### src/rtl/sdram_ctrl_pkg.sv
// Shared encodings for the SDRAM controller.
// Assumes the command is carried on {ras_n, cas_n, we_n} in that bit order.
package sdram_ctrl_pkg;

    typedef enum logic [2:0] {
        CMD_MRS = 3'b000,
        CMD_REF = 3'b001,
        CMD_PRE = 3'b010,
        CMD_ACT = 3'b011,
        CMD_WR  = 3'b100,
        CMD_RD  = 3'b101,
        CMD_BST = 3'b110,
        CMD_NOP = 3'b111
    } sd_cmd_e;

    typedef enum logic [2:0] {
        ST_PWR_WAIT,
        ST_INIT_REF,
        ST_INIT_MRS,
        ST_IDLE,
        ST_COLUMN,
        ST_REFRESH
    } ctrl_state_e;

endpackage

### src/rtl/sdram_gap_timer.sv
// Down-counter that enforces the minimum spacing before the next command.
// Loading N-1 with a command lets the next command issue N clocks later.
// Assumes load values never exceed the counter width.
module sdram_gap_timer #(
    parameter int CNT_W = 16,
    parameter int START = 0
) (
    input  logic             clk,
    input  logic             rst_n,
    input  logic             load,
    input  logic [CNT_W-1:0] load_val,
    output logic             done
);
    logic [CNT_W-1:0] cnt;

    // Count down to zero, reload on each issued command.
    always_ff @(posedge clk) begin
        if (!rst_n)             cnt <= CNT_W'(START);
        else if (load)          cnt <= load_val;
        else if (cnt != '0)     cnt <= cnt - 1'b1;
    end

    assign done = (cnt == '0);
endmodule

### src/rtl/sdram_refresh_tick.sv
// Free-running refresh interval counter with a sticky demand flag.
// Assumes the consumer pulses ack when it issues the refresh.
module sdram_refresh_tick #(
    parameter int INTERVAL = 625
) (
    input  logic clk,
    input  logic rst_n,
    input  logic ack,
    output logic pending
);
    localparam int CW = $clog2(INTERVAL + 1);
    logic [CW-1:0] cnt;
    logic          tick;

    assign tick = (cnt == CW'(INTERVAL - 1));

    // Interval counter wraps every INTERVAL clocks.
    always_ff @(posedge clk) begin
        if (!rst_n)    cnt <= '0;
        else if (tick) cnt <= '0;
        else           cnt <= cnt + 1'b1;
    end

    // Demand is set on each tick and cleared by service, tick wins.
    always_ff @(posedge clk) begin
        if (!rst_n)    pending <= 1'b0;
        else if (tick) pending <= 1'b1;
        else if (ack)  pending <= 1'b0;
    end
endmodule

### src/rtl/sdram_read_return.sv
// Tracks an issued read through the command register and CAS latency,
// then captures the memory data and pulses the valid strobe.
// Assumes rd_issue is high in the cycle before the read reaches the pins.
module sdram_read_return #(
    parameter int CAS_LAT = 2,
    parameter int DATA_W  = 32
) (
    input  logic              clk,
    input  logic              rst_n,
    input  logic              rd_issue,
    input  logic [DATA_W-1:0] dq_in,
    output logic              rd_valid,
    output logic [DATA_W-1:0] rd_data
);
    logic [CAS_LAT:0] stage;

    // Delay line aligned with the command register and latency.
    always_ff @(posedge clk) begin
        if (!rst_n) stage <= '0;
        else        stage <= {stage[CAS_LAT-1:0], rd_issue};
    end

    // Capture the returned word when the tracked read arrives.
    always_ff @(posedge clk) begin
        if (!rst_n) begin
            rd_valid <= 1'b0;
            rd_data  <= '0;
        end else begin
            rd_valid <= stage[CAS_LAT];
            if (stage[CAS_LAT]) rd_data <= dq_in;
        end
    end
endmodule

### src/rtl/sdram_ctrl.sv
// Two-bank SDR SDRAM controller: power-up sequencing, closed-page
// accesses with auto-precharge, and refresh with priority over requests.
// Assumes one clock for controller and memory, one request in flight,
// burst length one, and that row and column widths cover address bit 9.
module sdram_ctrl #(
    parameter int ROW_W            = 11,
    parameter int COL_W            = 8,
    parameter int DATA_W           = 32,
    parameter int INIT_CYCLES      = 20000,
    parameter int INIT_REFS        = 2,
    parameter int REFRESH_INTERVAL = 625,
    parameter int CAS_LAT          = 2,
    parameter int T_RC             = 7,
    parameter int T_RAS            = 5,
    parameter int T_RP             = 2,
    parameter int T_RCD            = 2,
    parameter int T_RDL            = 2,
    parameter int T_MRD            = 2
) (
    input  logic              clk,
    input  logic              rst_n,
    input  logic              req_valid,
    output logic              req_ready,
    input  logic              req_write,
    input  logic              req_bank,
    input  logic [ROW_W-1:0]  req_row,
    input  logic [COL_W-1:0]  req_col,
    input  logic [DATA_W-1:0] req_wdata,
    input  logic              req_mask,
    output logic              rd_valid,
    output logic [DATA_W-1:0] rd_data,
    output logic              sd_ras_n,
    output logic              sd_cas_n,
    output logic              sd_we_n,
    output logic              sd_ba,
    output logic [ROW_W-1:0]  sd_addr,
    output logic              sd_dqm,
    output logic [DATA_W-1:0] sd_dq_out,
    output logic              sd_dq_oe,
    input  logic [DATA_W-1:0] sd_dq_in
);
    import sdram_ctrl_pkg::*;

    localparam int AP_BIT   = 9;
    localparam int GAP_A    = T_RAS + T_RP;
    localparam int GAP_B    = T_RCD + T_RDL + T_RP;
    localparam int GAP_AB   = (GAP_A > GAP_B) ? GAP_A : GAP_B;
    localparam int ACT_GAP  = (T_RC > GAP_AB) ? T_RC : GAP_AB;
    localparam int POST_RW  = ACT_GAP - T_RCD;
    localparam int CNT_W    = $clog2(INIT_CYCLES + ACT_GAP + 2);
    localparam int REF_CW   = $clog2(INIT_REFS + 1);
    localparam logic [ROW_W-1:0] MODE_WORD =
        ROW_W'((CAS_LAT << 4) | (1 << AP_BIT));
    localparam logic [ROW_W-1:0] AP_MASK = ROW_W'(1 << AP_BIT);

    ctrl_state_e        state, nxt_state;
    sd_cmd_e            issue;
    logic [ROW_W-1:0]   iss_addr;
    logic               iss_ba;
    logic               tmr_load, tmr_done;
    logic [CNT_W-1:0]   tmr_val;
    logic               ref_pend, ref_ack, accept, rd_issue, wr_issue;
    logic [REF_CW-1:0]  init_refs;
    logic               hold_we, hold_bank, hold_mask;
    logic [COL_W-1:0]   hold_col;
    logic [DATA_W-1:0]  hold_wdata;
    logic               init_next;

    sdram_gap_timer #(.CNT_W(CNT_W), .START(INIT_CYCLES)) i_gap (
        .clk(clk), .rst_n(rst_n), .load(tmr_load),
        .load_val(tmr_val), .done(tmr_done)
    );

    sdram_refresh_tick #(.INTERVAL(REFRESH_INTERVAL)) i_tick (
        .clk(clk), .rst_n(rst_n), .ack(ref_ack), .pending(ref_pend)
    );

    sdram_read_return #(.CAS_LAT(CAS_LAT), .DATA_W(DATA_W)) i_ret (
        .clk(clk), .rst_n(rst_n), .rd_issue(rd_issue),
        .dq_in(sd_dq_in), .rd_valid(rd_valid), .rd_data(rd_data)
    );

    assign req_ready = (state == ST_IDLE) && tmr_done && !ref_pend;
    assign init_next = (nxt_state == ST_PWR_WAIT) || (nxt_state == ST_INIT_REF)
                    || (nxt_state == ST_INIT_MRS);

    // Choose the command for this cycle and the spacing that follows it.
    always_comb begin
        nxt_state = state;
        issue     = CMD_NOP;
        iss_addr  = '0;
        iss_ba    = 1'b0;
        tmr_load  = 1'b0;
        tmr_val   = '0;
        ref_ack   = 1'b0;
        accept    = 1'b0;
        rd_issue  = 1'b0;
        wr_issue  = 1'b0;
        if (tmr_done) begin
            case (state)
                ST_PWR_WAIT: begin
                    issue = CMD_PRE; iss_addr = AP_MASK;
                    tmr_load = 1'b1; tmr_val = CNT_W'(T_RP - 1);
                    nxt_state = ST_INIT_REF;
                end
                ST_INIT_REF: begin
                    issue = CMD_REF;
                    tmr_load = 1'b1; tmr_val = CNT_W'(T_RC - 1);
                    if (init_refs == REF_CW'(INIT_REFS - 1)) nxt_state = ST_INIT_MRS;
                end
                ST_INIT_MRS: begin
                    issue = CMD_MRS; iss_addr = MODE_WORD;
                    tmr_load = 1'b1; tmr_val = CNT_W'(T_MRD - 1);
                    nxt_state = ST_IDLE;
                end
                ST_IDLE: begin
                    if (ref_pend) begin
                        issue = CMD_PRE; iss_addr = AP_MASK;
                        tmr_load = 1'b1; tmr_val = CNT_W'(T_RP - 1);
                        nxt_state = ST_REFRESH;
                    end else if (req_valid) begin
                        issue = CMD_ACT; iss_addr = req_row; iss_ba = req_bank;
                        accept = 1'b1;
                        tmr_load = 1'b1; tmr_val = CNT_W'(T_RCD - 1);
                        nxt_state = ST_COLUMN;
                    end
                end
                ST_COLUMN: begin
                    issue    = hold_we ? CMD_WR : CMD_RD;
                    iss_addr = ROW_W'(hold_col) | AP_MASK;
                    iss_ba   = hold_bank;
                    rd_issue = !hold_we;
                    wr_issue = hold_we;
                    tmr_load = 1'b1; tmr_val = CNT_W'(POST_RW - 1);
                    nxt_state = ST_IDLE;
                end
                ST_REFRESH: begin
                    issue = CMD_REF; ref_ack = 1'b1;
                    tmr_load = 1'b1; tmr_val = CNT_W'(T_RC - 1);
                    nxt_state = ST_IDLE;
                end
                default: nxt_state = ST_IDLE;
            endcase
        end
    end

    // State register and count of start-up refreshes.
    always_ff @(posedge clk) begin
        if (!rst_n) begin
            state     <= ST_PWR_WAIT;
            init_refs <= '0;
        end else begin
            state <= nxt_state;
            if (state == ST_INIT_REF && tmr_done) init_refs <= init_refs + 1'b1;
        end
    end

    // Hold the accepted request for the column phase.
    always_ff @(posedge clk) begin
        if (!rst_n) begin
            hold_we <= 1'b0; hold_bank <= 1'b0; hold_mask <= 1'b0;
            hold_col <= '0; hold_wdata <= '0;
        end else if (accept) begin
            hold_we <= req_write; hold_bank <= req_bank; hold_mask <= req_mask;
            hold_col <= req_col; hold_wdata <= req_wdata;
        end
    end

    // Registered memory pins.
    always_ff @(posedge clk) begin
        if (!rst_n) begin
            {sd_ras_n, sd_cas_n, sd_we_n} <= CMD_NOP;
            sd_ba     <= 1'b0;
            sd_addr   <= '0;
            sd_dqm    <= 1'b1;
            sd_dq_out <= '0;
            sd_dq_oe  <= 1'b0;
        end else begin
            {sd_ras_n, sd_cas_n, sd_we_n} <= issue;
            sd_ba     <= iss_ba;
            sd_addr   <= iss_addr;
            sd_dqm    <= init_next ? 1'b1 : (wr_issue & hold_mask);
            sd_dq_out <= wr_issue ? hold_wdata : '0;
            sd_dq_oe  <= wr_issue;
        end
    end
endmodule

### config.mk
export PLATFORM = sky130hd
export DESIGN_NAME = sdram_ctrl
export DESIGN_NICKNAME = d
export VERILOG_FILES = /design/src/rtl/sdram_ctrl_pkg.sv /design/src/rtl/sdram_gap_timer.sv /design/src/rtl/sdram_refresh_tick.sv /design/src/rtl/sdram_read_return.sv /design/src/rtl/sdram_ctrl.sv
export SDC_FILE = /design/constraint.sdc
export NUM_CORES = 1
export LEC_CHECK = 0
export BUFFER_PORTS_ARGS = -buffer_cell sky130_fd_sc_hd__buf_2
export CELL_PAD_IN_SITES_DETAIL_PLACEMENT = 1
export CELL_PAD_IN_SITES_GLOBAL_PLACEMENT = 2
export CORE_MARGIN = 4
export CORE_UTILIZATION = 31
export DETAILED_ROUTE_END_ITERATION = 10
export PLACE_DENSITY_LB_ADDON = 0.12
export SETUP_SLACK_MARGIN = 0.5
export SYNTH_ARGS = -nofsm -noshare
export SYNTH_HDL_FRONTEND = slang
export SYNTH_HIERARCHICAL = 1
export SYNTH_SLANG_ARGS = --single-unit
export TNS_END_PERCENT = 50
### constraint.sdc
create_clock -name clk -period 3.56 [get_ports clk]
set_clock_uncertainty 0.2 [all_clocks]
set_input_delay 0.712 -clock clk [delete_from_list [all_inputs] [get_ports clk]]
set_output_delay 0.712 -clock clk [all_outputs]
set_load 0.02 [all_outputs]
==> results of run 1 <==
## sequential cells by signal (all words and copies together) (netlist names), 2 cells and up
register / count
hold_col: 8
state: 3
i_ret/rd_data: 32
sd_addr: 11
sd_dq_out: 32
hold_wdata: 32
init_refs: 2
i_ret/stage: 3
i_tick/cnt: 10
i_gap/cnt: 15
## cell usage in the layout (no fill, tap or decap), types with 6 or more instances in the layout
master,netlist,layout
or3_1,7,7
nor3_1,9,8
buf_2,9,170
a21boi_1,40,40
dfxtp_1,159,156
nor2_1,27,26
conb_1,1,12
a21boi_0,7,7
clkbuf_16,0,17
and2_1,42,42
buf_4,6,18
nand3_1,11,9
a22oi_1,8,8
o21ai_0,13,12
nor2b_1,36,36
mux2i_1,32,32
a21oi_1,11,10
inv_1,10,8
nand2_1,104,103
xnor2_1,6,6
## cell type report
cell class / instances / share of cell area, %
flip-flops and latches: 159 / 40.0
multi-input cells: 442 / 34.7
repair buffers: 193 / 13.3
clock buffers: 19 / 5.69
well taps: 265 / 4.16
clock inverters: 13 / 1.63
inverters: 11 / 0.518
## final timing paths
kind                            cells after the start  slack [ps]              to
worst max register to register                     13         640   i_gap/cnt[11]
worst min-delay path                                1         240  i_ret/stage[1]
worst max-delay path                                6         470       req_ready
worst min register to register                      1         240  i_ret/stage[1]
## routing by layer
metal  GRT usage (%)  up-vias  wire length [µm]
li1                -     2526                 -
met3            5.51       17              1160
met1            18.0     2389              7240
met5               0        -                 0
met2            26.1      127              7850
met4            4.16        0               187
## what timing repair did
item,in CTS,in global routing
pin swaps,7,4
gates resized for setup,13,5
hold buffers,0,0
setup endpoints to repair,69,29
buffers inserted,9,4
## report_power, final
group          total (µW)  internal [µW]  switching (µW)
sequential           1830           1800            26.5
combinational         212            111             101
clock                1780           1010             766
## cells by family after synthesis
kind of cell,share of synthesized area [%]
buffers and inverters,4.60
multiplexers,5.23
adder cells (fa/ha/maj),0.818
XOR/XNOR,1.43
other,0.0613
AO/OA/AOI/OAI,13.0
AND/OR/NAND/NOR,22.8
flip-flops,52.0
## through the flow
step                std cells  total power, µW  setup WS, ps
floorplan                 652             1960           536
global placement         1057             2050           489
detailed placement       1057             2050           418
CTS                      1098             3880           465
global route             1102             3980           354
finish                   1102             3820           468
==> flow_summary.ini, run 1 <==
[floorplan]
fp.coreArea_um2 = 19500
ios = 172
die_y_um = 149
die_area_um2 = 22100
die_w_um = 149
rows = 51
start_util_pct = 31.5

[placed_design]
post-dp-hpwl_mm = 11.3
globalplace.congestion = 0.766
portBuffers = 171
dpl_cell_area_um2 = 7230

[cells_and_area]
multi_input_area_um2 = 2760
ff_latch_area_um2 = 3190
n_fill_cell = 2294
nets = 917
design_area_um2 = 7970
drive_above_1_share_pct = 29.4
finish.utilization_pct = 40.9
num_antenna_cells = 0
area_growth_pct = 30.1

[timing]
whs_ps = 236
worstMarginPinSlew_ps = 963
max_freq_mhz = 323
fin_setup_tns_ps = 0
rsz0062_at_grt = true
finalHoldViolCount = 0
finalSetupViolCount = 0
drv_slew = 0
fin_crit_ps = 3090
period_share_pct = 86.9
max_slew_margin_pct = 35.8

[clocking]
cts_buffer_depth = 2
cts_max_level = 4
clk_pin_slew_ps = 60
clock_latency_ps = 420
clockRootBuffer = clkbuf_16
cts_tree = yes
clkSinkCount = 159
cts_buffers = 17

[synthesis]
synth_common_cells = dfxtp_1, nand2_1, and2_1, a21boi_1, nor2b_1
async_flop_share_pct = 0
ys.flop_type = dfxtp_1
synthCells = 641
synth.most_common_cell = dfxtp_1
synth.largest_area_cell = dfxtp_1
synth_seq_cells = 159
synth_cell_types = 53
synth_area_um2 = 6120
yosys_warnings = 6
ys_top_cells_by_area = dfxtp_1, nand2_1, mux2i_1
seq_area_frac_synth_pct = 52.0
syn_avg_cell_area_um2 = 9.55
yosysTopAreaCellShare_pct = 52.0
synth_edf_count = 0

[worst_setup_path]
cp.required_ps = 2650
critPathLaunch = i_gap/cnt[11]
cp-end-kind = output pin
worstPathCellList = or4_4, or2_4, nor2_4, nand3_2, nor3_4, buf_6
cp_top_family = simple AND/OR/NAND/NOR gates
path_buf_inv = 1
critical_path_class = reg2out
cp_slowest_cell = or4_4
crit_fanout = 4
crit_arrival_ps = 2180
timing.rr.start = i_gap/cnt[11]
cpPeakStageDelay_ps = 560
cp-start-kind = flop

[flow_run]
drv_cap = 0

[run_status]
status = finished clean

[min_path]
min_path_type = reg2reg
min_from = i_ret/stage[0]

[power_and_ir_drop]
power_density_nw_per_um2 = 479
vdd_ir_drop_max_mv = 0.349
leakage_uw = 0.00322

[drt]
wirelength_mm = 16.4
ant_nets = 0
viasPerCell = 4.59
first_iter_violations = 163
via_count = 5059
wl_per_cell_um = 14.9
first_pass_iters = 6
drc_errors = 0

[global_routing]
grt_pass1_wl_mm = 26.9
grt_antenna_before_repair = 0
grt_pass1_vias = 5322
grt_max_degree = 50
track_usage_pct = 15.2
overflow = 0
Note: power is estimated with default switching activity, not from simulation.
==> inputs of run 2 (changes only) <==
Settings changed: PLACE_DENSITY_LB_ADDON 0.12 to 0.08.
==> run 2 against run 1 <==
Net effect: sequential power barely moved; flip-flop and latch count did not move; critical path depth rose by 2; clock power barely moved; setup slack improved by 44 ps; count of clock-buffer cells in the layout fell by 1; non-clock buffer count fell by 3; power fell by 0.51%; via count fell by 0.85%; final area fell by 0.60%; critical endpoint unchanged; largest power group unchanged; highest routed layer is now met5.
==> flow_summary.ini, run 2 (synthesis results as in run 1) <==
[placed_design]
globalplace.congestion = 0.791
portBuffers = 171
post-dp-hpwl_mm = 11.2

[worst_setup_path]
r2r_end = i_gap/cnt[11]
cp-start-kind = flop
rr_worst_depth = 14
crit_arrival_ps = 2140
critical_path_class = reg2out
cp.required_ps = 2650
crit_fanout = 2
rrSetupSlack_ps = 730
timing.rr.start = i_gap/cnt[0]
cp-end-kind = output pin

[flow_run]
drv_cap = 0

[timing]
finalSetupViolCount = 0
finalHoldViolCount = 0
worstMarginPinSlew_ps = 929
fin_setup_tns_ps = 0
period_share_pct = 85.6
rsz0062_at_grt = true
max_freq_mhz = 328
drv_slew = 0
fin_crit_ps = 3050
max_slew_margin_pct = 38.0

[clocking]
cts_buffer_depth = 2
cts_max_level = 4
cts_buffers = 17
clock_latency_ps = 420
clkSinkCount = 159
clockRootBuffer = clkbuf_16
cts_tree = yes
cts_hold_buffers = 0
clk_pin_slew_ps = 60

[cells_and_area]
drive_above_1_share_pct = 28.9
final_common_cell = buf_2
finish.utilization_pct = 40.7
num_antenna_cells = 0
area_growth_pct = 29.3
top_regs = hold_wdata x32, i_ret/rd_data x32, sd_dq_out x32
final_cell_mix = buf_2, dfxtp_1, nand2_1
nets = 914
n_fill_cell = 2307

[drt]
drc_errors = 0
first_pass_iters = 4
wirelength_mm = 16.1
wl_per_cell_um = 14.7
via_count = 5016
first_iter_violations = 142
viasPerCell = 4.56
ant_nets = 0

[power_and_ir_drop]
vdd_ir_drop_max_mv = 0.321
leakage_uw = 0.00321
power_density_nw_per_um2 = 480

[min_path]
min_path_type = reg2reg
whs_path_depth = 1
hold_end = i_ret/stage[1]
min_from = i_ret/stage[0]

[run_status]
status = finished clean

[global_routing]
grt_pass1_vias = 5306
grt_max_degree = 69
grt_pass1_wl_mm = 26.4
grt_antenna_before_repair = 1
track_usage_pct = 14.8
overflow = 0

[floorplan]
die_w_um = 149
ios = 172
die_area_um2 = 22100
fp.coreArea_um2 = 19500
rows = 51
start_util_pct = 31.5
die_y_um = 149
run 2: cell count changes in the layout (fill, tap and decap cells not counted):
cell	change
clkinv_4	-1
nand2_2	-1
clkinvlp_4	-1
clkinv_2	+2
a21oi_2	-1
buf_4	-1
o21ai_0	+1
buf_6	-2
o21ai_1	-1
a21oi_1	+1
inv_6	+1
clkbuf_8	-1
nand2_1	+1
run 2: worst max-delay path by stage:
stage	start	endpoint	slack (ps)
floorplan	i_gap/cnt[0]	req_ready	540
global placement	i_gap/cnt[3]	req_ready	420
detailed placement	i_gap/cnt[0]	i_gap/cnt[11]	390
CTS	i_gap/cnt[1]	req_ready	490
global route	i_gap/cnt[1]	req_ready	410
finish	i_gap/cnt[0]	req_ready	510
run 2: layout make-up:
type	count	area [µm²]	share of cell area, %
Clock inverter	14	133	1.68
Multi-Input combinational cell	442	2760	34.8
Inverter	11	41.3	0.521
Tap cell	265	332	4.19
Sequential cell	159	3190	40.2
Clock buffer	18	439	5.55
Timing Repair Buffer	190	1030	13.0
run 2: per-stage QoR:
stage	cell area [µm²]	worst slack, ps	total power (µW)	instances	hold slack [ps]
4_1_cts	7920	494	3860	1099	236
3_3_place_gp	7240	423	2040	1058	207
2_1_floorplan	6200	536	1960	652	206
6_report	7920	512	3800	1099	228
5_1_grt	7920	405	3960	1099	242
3_5_place_dp	7240	390	2050	1058	219
run 2: worst max-delay path, cell delays in order (launching register included):
cell	delay, ps
dfxtp_2	330
inv_2	70
ha_4	130
or3b_4	370
or2_4	280
nor2_4	120
nand3_2	110
nor3_4	160
buf_6	150
run 2: what timing repair did:
item | CTS | global route
setup endpoints to repair | 12 | 1
gates resized for setup | 13 | 0
pin swaps | 7 | 0
gates cloned | 0 | 0
setup buffers | 9 | 0
run 2: report_power, final:
part / switching [µW] / total, µW / internal [µW]
registers: 25.5 / 1830 / 1800
logic: 95.6 / 209 / 114
clock network: 771 / 1760 / 993
total: 892 / 3800 / 2910
run 2: layer usage:
layer	vias up	GRT usage [%]	routed length, µm
met5	-	0	13
met4	2	5.40	285
met3	24	5.94	1320
met2	142	24.5	7620
met1	2332	17.3	6890
li1	2516	-	-
